## src/rtl/adc_seq_pkg.sv

```systemverilog
package adc_seq_pkg;

  typedef enum logic [2:0] {
    PH_IDLE,
    PH_SYNCIN,
    PH_SAMPLE,
    PH_DISTRIB,
    PH_POSTCAL,
    PH_SYNCOUT
  } phase_e;

  typedef struct packed {
    logic   loadCfg;
    logic   clrCnt;
    phase_e phase;
  } ctrl_s;

  function automatic logic [3:0] resBits(input logic [1:0] sel);
    case (sel)
      2'b00:   resBits = 4'd8;
      2'b01:   resBits = 4'd10;
      default: resBits = 4'd12;
    endcase
  endfunction

endpackage

```

## src/rtl/adc_seq_datapath.sv

```systemverilog
module adc_seq_datapath
  import adc_seq_pkg::*;
#(
  parameter int TVC_W  = 8,
  parameter int STC_W  = 8,
  parameter int MODE_W = 4,
  parameter int RES_W  = 2
) (
  input  logic              clk,
  input  logic              rstN,
  input  ctrl_s             ctrl,
  input  logic [TVC_W-1:0]  clkDiv,
  input  logic [STC_W-1:0]  sampleLen,
  input  logic [MODE_W-1:0] modeIn,
  input  logic [RES_W-1:0]  resSel,
  output logic              phaseEnd,
  output logic              adcClk,
  output logic              bitStep,
  output logic              calEnable,
  output logic              keepPowered
);

  localparam int DIV_W = TVC_W + 2;
  localparam int CNT_W = (STC_W + 1 > 4) ? STC_W + 1 : 4;

  logic [TVC_W-1:0]  tvcQ;
  logic [STC_W-1:0]  stcQ;
  logic [MODE_W-1:0] modeQ;
  logic [RES_W-1:0]  resQ;
  logic [DIV_W-1:0]  divCnt;
  logic [CNT_W-1:0]  phCnt;
  logic [DIV_W-1:0]  lastDiv;
  logic [DIV_W-1:0]  halfDiv;
  logic [CNT_W-1:0]  phLimit;
  logic [CNT_W-1:0]  lastPh;
  logic              timed;
  logic              adcTick;
  logic              unusedModeBits;

  always_ff @(posedge clk) begin
    if (!rstN) begin
      tvcQ  <= '0;
      stcQ  <= '0;
      modeQ <= '0;
      resQ  <= '0;
    end else if (ctrl.loadCfg) begin
      tvcQ  <= clkDiv;
      stcQ  <= sampleLen;
      modeQ <= modeIn;
      resQ  <= resSel;
    end
  end

  assign lastDiv = {tvcQ, 2'b11};
  assign halfDiv = {1'b0, tvcQ, 1'b0} + DIV_W'(2);
  assign timed   = (ctrl.phase == PH_SAMPLE) || (ctrl.phase == PH_DISTRIB) ||
                   (ctrl.phase == PH_POSTCAL);

  always_comb begin
    case (ctrl.phase)
      PH_SAMPLE:  phLimit = CNT_W'(stcQ) + CNT_W'(2);
      PH_DISTRIB: phLimit = CNT_W'(resBits(resQ[1:0]));
      PH_POSTCAL: phLimit = CNT_W'(2);
      default:    phLimit = CNT_W'(1);
    endcase
  end
  assign lastPh = phLimit - CNT_W'(1);

  assign adcTick  = timed && (divCnt == lastDiv);
  assign phaseEnd = timed ? (adcTick && (phCnt == lastPh)) : 1'b1;
  assign bitStep  = adcTick && (ctrl.phase == PH_DISTRIB);
  assign adcClk   = timed && (divCnt < halfDiv);

  always_ff @(posedge clk) begin
    if (!rstN || ctrl.clrCnt) begin
      divCnt <= '0;
      phCnt  <= '0;
    end else begin
      divCnt <= adcTick ? '0 : divCnt + DIV_W'(1);
      if (adcTick) phCnt <= (phCnt == lastPh) ? '0 : phCnt + CNT_W'(1);
    end
  end

  assign calEnable      = modeQ[1];
  assign keepPowered    = modeQ[2];
  assign unusedModeBits = ^{modeQ[MODE_W-1], modeQ[0]};

  // ADC divider never passes the end of its period
  assert_div_range_R2: assert property (@(posedge clk) disable iff (!rstN)
    divCnt <= lastDiv);

  // Captured settings hold for the whole conversion
  assert_cfg_hold_R10: assert property (@(posedge clk) disable iff (!rstN)
    (ctrl.phase != PH_IDLE) |=> ($stable(tvcQ) && $stable(stcQ) &&
                                 $stable(resQ) && $stable(modeQ)));

  // Phase counter stays below the active phase length
  assert_phase_count_R3: assert property (@(posedge clk) disable iff (!rstN)
    timed |-> (phCnt <= lastPh));

endmodule

```

## src/rtl/adc_seq_control.sv

```systemverilog
module adc_seq_control
  import adc_seq_pkg::*;
(
  input  logic  clk,
  input  logic  rstN,
  input  logic  startPulse,
  input  logic  phaseEnd,
  input  logic  calEnable,
  input  logic  keepPowered,
  output ctrl_s ctrl,
  output logic  syncReadPhase,
  output logic  sampleEn,
  output logic  distribPhase,
  output logic  postCalPhase,
  output logic  syncWritePhase,
  output logic  busy,
  output logic  done,
  output logic  adcPowerEn
);

  phase_e state;
  phase_e nextState;
  logic   doneQ;

  always_comb begin
    nextState = state;
    case (state)
      PH_IDLE:    if (startPulse) nextState = PH_SYNCIN;
      PH_SYNCIN:  nextState = PH_SAMPLE;
      PH_SAMPLE:  if (phaseEnd) nextState = PH_DISTRIB;
      PH_DISTRIB: if (phaseEnd) nextState = calEnable ? PH_POSTCAL : PH_SYNCOUT;
      PH_POSTCAL: if (phaseEnd) nextState = PH_SYNCOUT;
      PH_SYNCOUT: nextState = PH_IDLE;
      default:    nextState = PH_IDLE;
    endcase
  end

  always_ff @(posedge clk) begin
    if (!rstN) begin
      state <= PH_IDLE;
      doneQ <= 1'b0;
    end else begin
      state <= nextState;
      doneQ <= (state == PH_SYNCOUT);
    end
  end

  assign ctrl.loadCfg = (state == PH_IDLE) && startPulse;
  assign ctrl.clrCnt  = (state == PH_IDLE) || (state == PH_SYNCIN) ||
                        (state == PH_SYNCOUT);
  assign ctrl.phase   = state;

  assign syncReadPhase  = (state == PH_SYNCIN);
  assign sampleEn       = (state == PH_SAMPLE);
  assign distribPhase   = (state == PH_DISTRIB);
  assign postCalPhase   = (state == PH_POSTCAL);
  assign syncWritePhase = (state == PH_SYNCOUT);
  assign busy           = (state != PH_IDLE);
  assign done           = doneQ;
  assign adcPowerEn     = busy || keepPowered;

  assert_done_idle_R9: assert property (@(posedge clk) disable iff (!rstN)
    done |-> !busy);

  assert_done_single_R9: assert property (@(posedge clk) disable iff (!rstN)
    done |=> !done);

  assert_phase_onehot_R7: assert property (@(posedge clk) disable iff (!rstN)
    $onehot0({syncReadPhase, sampleEn, distribPhase, postCalPhase, syncWritePhase}));

  assert_sync_single_R7: assert property (@(posedge clk) disable iff (!rstN)
    syncReadPhase |=> sampleEn);

  assert_start_ignored_R8: assert property (@(posedge clk) disable iff (!rstN)
    (busy && !syncWritePhase && startPulse) |=> !syncReadPhase);

  assert_power_busy_R11: assert property (@(posedge clk) disable iff (!rstN)
    busy |-> adcPowerEn);

endmodule

```

## src/rtl/adc_conv_sequencer.sv

```systemverilog
module adc_conv_sequencer
  import adc_seq_pkg::*;
#(
  parameter int TVC_W  = 8,
  parameter int STC_W  = 8,
  parameter int MODE_W = 4,
  parameter int RES_W  = 2
) (
  input  logic              clk,
  input  logic              rstN,
  input  logic              startPulse,
  input  logic [TVC_W-1:0]  clkDiv,
  input  logic [STC_W-1:0]  sampleLen,
  input  logic [MODE_W-1:0] modeIn,
  input  logic [RES_W-1:0]  resSel,
  output logic              adcClk,
  output logic              syncReadPhase,
  output logic              sampleEn,
  output logic              distribPhase,
  output logic              postCalPhase,
  output logic              syncWritePhase,
  output logic              bitStep,
  output logic              busy,
  output logic              done,
  output logic              adcPowerEn
);

  ctrl_s ctrl;
  logic  phaseEnd;
  logic  calEnable;
  logic  keepPowered;

  adc_seq_control u_control (
    .clk            (clk),
    .rstN           (rstN),
    .startPulse     (startPulse),
    .phaseEnd       (phaseEnd),
    .calEnable      (calEnable),
    .keepPowered    (keepPowered),
    .ctrl           (ctrl),
    .syncReadPhase  (syncReadPhase),
    .sampleEn       (sampleEn),
    .distribPhase   (distribPhase),
    .postCalPhase   (postCalPhase),
    .syncWritePhase (syncWritePhase),
    .busy           (busy),
    .done           (done),
    .adcPowerEn     (adcPowerEn)
  );

  adc_seq_datapath #(
    .TVC_W  (TVC_W),
    .STC_W  (STC_W),
    .MODE_W (MODE_W),
    .RES_W  (RES_W)
  ) u_datapath (
    .clk         (clk),
    .rstN        (rstN),
    .ctrl        (ctrl),
    .clkDiv      (clkDiv),
    .sampleLen   (sampleLen),
    .modeIn      (modeIn),
    .resSel      (resSel),
    .phaseEnd    (phaseEnd),
    .adcClk      (adcClk),
    .bitStep     (bitStep),
    .calEnable   (calEnable),
    .keepPowered (keepPowered)
  );

endmodule

```

## config.mk

```make
export PLATFORM = sky130hd
export DESIGN_NAME = adc_conv_sequencer
export DESIGN_NICKNAME = d
export VERILOG_FILES = /design/src/rtl/adc_seq_pkg.sv /design/src/rtl/adc_seq_datapath.sv /design/src/rtl/adc_seq_control.sv /design/src/rtl/adc_conv_sequencer.sv
export SDC_FILE = /design/constraint.sdc
export NUM_CORES = 1
export LEC_CHECK = 0
export ABC_CLOCK_PERIOD_IN_PS = 7700
export BUFFER_PORTS_ARGS = -buffer_cell sky130_fd_sc_hd__buf_4
export CAP_MARGIN = 10
export CORE_AREA = 2 2 84 86
export CTS_BUF_LIST = sky130_fd_sc_hd__clkbuf_8 sky130_fd_sc_hd__clkbuf_16
export DETAILED_ROUTE_END_ITERATION = 6
export DIE_AREA = 0 0 86 88
export GPL_ROUTABILITY_DRIVEN = 1
export PLACE_DENSITY = 0.66
export SLEW_MARGIN = 0
export SYNTH_ARGS = -nofsm -noshare
export SYNTH_HDL_FRONTEND = slang
export SYNTH_HIERARCHICAL = 1
export SYNTH_SLANG_ARGS = --single-unit
```

## constraint.sdc

```tcl
create_clock -name clk -period 7.7 [get_ports clk]
set_clock_uncertainty 0.2 [all_clocks]
set_input_delay 0.385 -clock clk [delete_from_list [all_inputs] [get_ports clk]]
set_output_delay 0.385 -clock clk [all_outputs]
set_load 0.01 [all_outputs]
```

=== Yosys cells after proc, flatten, opt, wreduce, memory -nomap -nowiden ===
Cells that the tools add are included.

* $add $sub $neg: 5
* Order comparisons: 1
* Equality and inequality tests: 12
* Multiplexer cells: 10
* Reductions and logical operators: 17

{| class="wikitable"
|+ Operators by type and width
! kind !! count
|-
| 9-bit case mux with 3 select lines || 1
|-
| 3-bit case mux with 5 select lines || 1
|-
| 3-bit 2-to-1 mux || 4
|-
| 10-bit by 1-bit adder with 10-bit output, second input constant || 1
|-
| 9-bit by 2-bit adder with 10-bit output, second input constant || 1
|-
| 10-bit equality test || 1
|-
| 10-bit less-than comparator || 1
|-
| 8-bit by 2-bit adder with 9-bit output, second input constant || 1
|-
| 9-bit by 1-bit adder with 9-bit output, second input constant || 1
|-
| 9-bit equality test || 1
|-
| 9-bit 2-to-1 mux || 1
|-
| 9-bit by 1-bit subtractor with 9-bit output, second input constant || 1
|-
| 3-bit by 2-bit equality test with 1-bit output, second input constant || 2
|-
| 3-bit equality test, second input constant || 2
|-
| 1-bit logical OR || 6
|-
| 2-bit by 1-bit inequality test with 1-bit output, second input constant || 3
|-
| 3-bit case mux with 2 select lines || 1
|-
| 1-bit logical AND || 5
|-
| 4-bit AND reduction || 1
|-
| 3-bit by 1-bit equality test with 1-bit output, second input constant || 1
|-
| 3-bit zero test || 1
|-
| 3-bit nonzero test || 1
|-
| 2-bit by 1-bit equality test with 1-bit output, second input constant || 1
|-
| 2-bit zero test || 1
|-
| other kinds (4) || 5
|}

* Flip-flop bits (word level): 44
* Output and inout port bits: 10
* Logic and storage cells: 53

=== Logic depth before layout (Yosys ltp) ===
* Word-level depth: 9
* Gate-level depth with buffers: 16

=== Cells and area by module ===
Netlist, hierarchy kept.

{| class="wikitable"
|+ By module, submodules not included
! module !! times used !! cells each !! area an instance (µm²) !! seq. area each (µm²)
|-
| adc_seq_datapath || 1 || 297 || 2656.3 || 780.7
|-
| adc_seq_control || 1 || 28 || 249.0 || 80.1
|}

=== Worst setup path after synthesis ===
Ideal clock, no wire load.

* Path kind: reg2reg
* From: register u_control.state[0]
* To: register u_control.state[0]
* Library setup time: 0.060 ns
* Arrival: 3.414 ns
* Required time: 7.440 ns
* Setup slack: 4.026 ns
* Cell stages (with the launch flop): 17
* Buffers on the path: 1
* Period minus slack after synthesis: 3.674 ns
* Cell sequence: dfxtp_1 -> buf_6 -> nor2_1 -> a31oi_1 -> nor2_1 -> nor2_1 -> ha_1 -> or3b_2 -> a2bb2oi_1 -> a211o_1 -> nor4_1 -> a211oi_2 -> nor4_4 -> or2_1 -> mux2i_1 -> o21ai_0 -> a32o_1

* Longest elaborated chain between the ends: 8
* Elaborated cells between the ends (all ways): 19

{| class="wikitable"
|+ Ends and longest elaborated chain
! what !! line !! source
|-
| start, declared || adc_seq_control.sv:21 || <nowiki>phase_e state;</nowiki>
|-
| start signal, assigned || adc_seq_control.sv:43 || <nowiki>state <= nextState;</nowiki>
|-
| 3-bit equality test / 3-bit by 2-bit equality test with 1-bit output (equally long branches) || adc_seq_datapath.sv:57, adc_seq_datapath.sv:60, adc_seq_datapath.sv:56 ||
|-
| 9-bit case mux with 3 select lines / 1-bit logical OR (equally long branches) || adc_seq_datapath.sv:60, adc_seq_datapath.sv:56 ||
|-
| 9-bit by 1-bit subtractor with 9-bit output / 1-bit logical OR (equally long branches) || adc_seq_datapath.sv:67, adc_seq_datapath.sv:56 ||
|-
| 9-bit equality test / 1-bit logical AND (equally long branches) || adc_seq_datapath.sv:70, adc_seq_datapath.sv:69 ||
|-
| 1-bit logical AND || adc_seq_datapath.sv:70 || <nowiki>assign phaseEnd = timed ? (adcTick && (phCnt == lastPh)) : 1'b1;</nowiki>
|-
| 1-bit 2-to-1 mux (*) || adc_seq_datapath.sv:70 ||
|-
| named net phaseEnd || adc_conv_sequencer.sv:29 || <nowiki>logic phaseEnd;</nowiki>
|-
| 2-bit by 1-bit inequality test with 1-bit output (no line) || -- ||
|-
| 4-bit AND reduction (no line) (*) || -- ||
|}

The timed path passes the listed nets; every way through them passes the cells marked *.
A chain may end at the register's enable or synchronous reset.

=== Worst setup path in the final report ===
* From: register u_control.state[1]
* To: register u_control.state[0]

Same word-level chain as after synthesis.

==> run summary <==
OUTCOME
------------------------------------------------------------------------------------------------------
Status                                                                                    finished clean

DIE
------------------------------------------------------------------------------------------------------
Chip height                                                                                      88 um
CORE AREA                                                                                  0.00664 mm2
Number of ports placed on the die boundary                                                          35
Row Count                                                                                           30
Die area                                                                                   0.00757 mm2
Effective utilization at floorplan                                                               0.437
Horizontal extent of the die                                                                     86 um

FINAL LAYOUT
------------------------------------------------------------------------------------------------------
Fillcell total                                                                                     638
ANT cells                                                                                            0
Final Instance Area                                                                        0.00328 mm2
Net count, final                                                                                   390
Layout cells sized above 1                                                                       0.181
Area added between synthesis and finish                                                          12.9%
Util after Layout                                                                                0.494

PLACE
------------------------------------------------------------------------------------------------------
Routability congestion estimate                                                                  0.836
Placement-stage worst setup slack                                                              3.39 ns
Number of I/O port buffers                                                                          32
Instance area after placement                                                              0.00318 mm2
Post-DP HPWL                                                                                   4530 um

CRITICAL PATH
------------------------------------------------------------------------------------------------------
Worst EP arrival                                                                               4.39 ns
Largest incremental delay on the critical path                                                 0.68 ns
Startpoint of the worst-slack reg-to-reg timing path                                      u_control/state[1]
Crit path capture type                                                                            flop
Cell seen most often among critical-path stages                                              a2bb2oi_1
Chain of cells forming the critical path                                                  or2b_4 -> a2bb2oi_1 -> inv_1 -> ha_1 -> or3b_2 -> a2bb2oi_1 -> a211o_1 -> nor4_1 -> a211oi_2 -> nor4_4 -> or2_1 -> mux2i_1 -> o21ai_0 -> a32o_1
CP bufs+invs                                                                                         1
Data required time of the critical path                                                        7.74 ns
Class of the most critical setup path                                                     flop to flop
Slowest-stage cell, CP                                                                         dfxtp_1
Launching element type of the critical path                                                       flop
Start point of the critical path                                                          u_control/state[1]
Critical path's top delay family                                                          simple AND/OR/NAND/NOR gates
Critical Path Fanout Max                                                                            18

YOSYS
------------------------------------------------------------------------------------------------------
Fraction of synthesized area in multiplexers                                                    0.0792
Dominant synthesized flop cell                                                                 dfxtp_1
Post-synth EDFFs                                                                                     0
Synth Warn #                                                                                         6
Total standard cell area after synthesis                                                   0.00291 mm2
Synthesized netlist cell count                                                                     325
Number of different library cells in the post-synthesis netlist                                     65
Basic-gate share of the synthesized area counting and, or, nand and nor cells                    0.283
Post-synth net total                                                                               363
Synthesized flop and latch total                                                                    43
Dominant combinational cell family by area after synthesis                                simple AND/OR/NAND/NOR gates
Post-synthesis adder-cell area fraction                                                         0.0560
Fraction of registers with async set/reset                                                           0
Share of the synthesized area in compound gates (AO/OA/AOI/OAI)                                  0.124
Syn avg cell area                                                                             8.94 um2
Xor and xnor area share after synthesis                                                          0.124
Sequential fraction of the synthesis area                                                        0.296

DETAILED ROUTING
------------------------------------------------------------------------------------------------------
Violation count after the first detailed-route iteration                                           165
Number of search-and-repair iterations in the first detailed-routing pass                            4
Total routed wirelength                                                                        6030 um
Vias after detailed routing                                                                      2,402
# DRC                                                                                                0
Highest routed layer                                                                              met4
Count of antenna-violating nets left after detailed routing                                          0
Vias per std cell                                                                                 5.55
Routed WL per cell                                                                             13.9 um
Met1 Wirelength                                                                                3090 um
Met2 layer wire length in the routed design                                                    2720 um
Met3 wire length                                                                                186 um

GLOBAL ROUTE
------------------------------------------------------------------------------------------------------
Grt ovf                                                                                              0
Antenna violations before repair                                                                     0
Via count of the first global-routing pass                                                       2,204
Total GRT Usage                                                                                  0.169
Global-route wire length before repair                                                       10,300 um
Maximum number of pins on one net before global-route repair                                        28

STA
------------------------------------------------------------------------------------------------------
FMAX                                                                                           230 MHz
Final critical path time including I/O delays and setup                                        4.35 ns
Setup ws final                                                                                 3.35 ns
Period Utilization, post-route                                                                   0.565
Hold violation total from the final report                                                           0
Final setup TNS                                                                                   0 ns
Worst slew pin tran                                                                           0.866 ns
Endpoints failing setup                                                                              0
Number of pins with negative max-slew slack in the final report                                      0
Slew headroom                                                                                    0.421
RSZ-0062 raised after global routing                                                             false

FLOW RUN
------------------------------------------------------------------------------------------------------
Maxcap violations                                                                                    0

CTS
------------------------------------------------------------------------------------------------------
Maximum number of buffers from clock root to sink                                                    2
Clk sink count                                                                                      43
Count of hold-fix buffers inserted at cts                                                            0
Post-CTS Setup Repair Bufs                                                                           0
Clock Latency Late Sink                                                                        0.29 ns
H-tree level count                                                                                   2
Clock transition at the register clock pins on the worst setup and hold paths after CTS        0.08 ns
CTS buffer count                                                                                     5
Cell chosen for the clock root                                                                clkbuf_8
Post-CTS Resized                                                                                     0
Clock tree from TritonCTS                                                                         done

POWER AND IR DROP
------------------------------------------------------------------------------------------------------
Worst vdd rail ir drop                                                                      0.000117 V
Leakage power total                                                                            1.22 nW
Cell Pwr Density                                                                            179 mW/mm2
Total power                                                                                   0.588 mW

MIN PATH
------------------------------------------------------------------------------------------------------
Hold Crit Class                                                                           input port to flop
Worst hold path startpoint                                                                   modeIn[2]

[cells by family (layout without fill, tap and decap cells)]
kind of cell / Yosys count / count (layout)
compound gates: 44 / 44
simple gates: 140 / 140
fa+ha+maj: 13 / 13
mux: 23 / 23
xor+xnor: 41 / 41
buf+inv: 21 / 49
flops: 43 / 43
[cells in the mapped netlist (3+ instances only)]
master	count	area share
dfxtp_1	43	0.30
nor2_1	26	0.034
xnor2_1	24	0.072
mux2i_1	23	0.079
nor2b_1	23	0.050
nand3_1	18	0.031
xor2_1	17	0.051
nand2_1	14	0.018
ha_1	13	0.056
nor3_1	12	0.021
inv_1	8	0.010
and3_1	7	0.015
clkbuf_1	7	0.0090
nand4_1	7	0.015
o21ai_0	6	0.010
a21oi_1	5	0.0086
o211ai_1	5	0.013
nor3b_1	4	0.010
nor4_1	4	0.0086
a2bb2oi_1	3	0.0090
buf_6	3	0.012
o21a_1	3	0.0078
[flip-flops by register name (all words and copies together) (netlist names)]
signal             count
u_datapath/divCnt     10
u_datapath/phCnt       9
u_datapath/stcQ        8
u_datapath/tvcQ        8
u_control/state        3
u_datapath/modeQ       2
u_datapath/resQ        2
u_control/done         1
[through the flow]
stage | std cells | hold slack (ns)
final | 433 | 0.147
after global routing | 433 | 0.150
after CTS | 433 | 0.135
after detailed placement | 425 | 0.242
after global placement | 425 | 0.231
after floorplan | 325 | 0.213
[routing by layer]
metal | GRT usage | vias to the layer above
li1 | - | 1228
met1 | 0.242 | 1131
met2 | 0.264 | 41
met3 | 0.0283 | 2
met4 | 0.0433 | 0
met5 | 0 | -
[final cells by class]
class	instances	area [um2]	area share
multi-input combinational	261	1940	0.591
sequential	43	861	0.262
timing repair buffer	33	248	0.0755
tap	80	100	0.0305
clock buffer	7	96.3	0.0294
inverter	8	30.0	0.00915
clock inverter	1	7.51	0.00229
[where the power goes]
group | switching (mW) | internal, mW | total [mW]
sequential | 0.0253 | 0.235 | 0.260
combinational | 0.0838 | 0.0838 | 0.168
clock | 0.0779 | 0.0816 | 0.159
[path summary, 6_finish.rpt]
| path | to | slack (ns) | depth (start not counted) |
|---|---|---|---|
| max reg2reg | u_control/state[0] | 3.35 | 14 |
| min reg2reg | u_datapath/divCnt[0] | 0.25 | 1 |
| min | u_datapath/modeQ[2] | 0.15 | 3 |
| max | u_control/state[0] | 3.35 | 14 |
[layout by cell type, fill, tap and decap left out, types with 6 or more instances in the layout]
cell,n
o21ai_0,6
xor2_1,17
nand4_1,7
ha_1,13
nand2_1,14
buf_4,33
inv_1,8
nand3_1,18
mux2i_1,23
clkbuf_8,7
xnor2_1,24
and3_1,7
nor2_1,25
dfxtp_1,43
nor2b_1,23
nor3_1,12
[worst min-delay path, delay by kind of cell]
family,cells,cell delay (ns)
and+or+nand+nor,1,0.09
muxes,1,0.05
buffers and inverters,1,0.07
No activity file was read; power rests on OpenSTA's default activity.
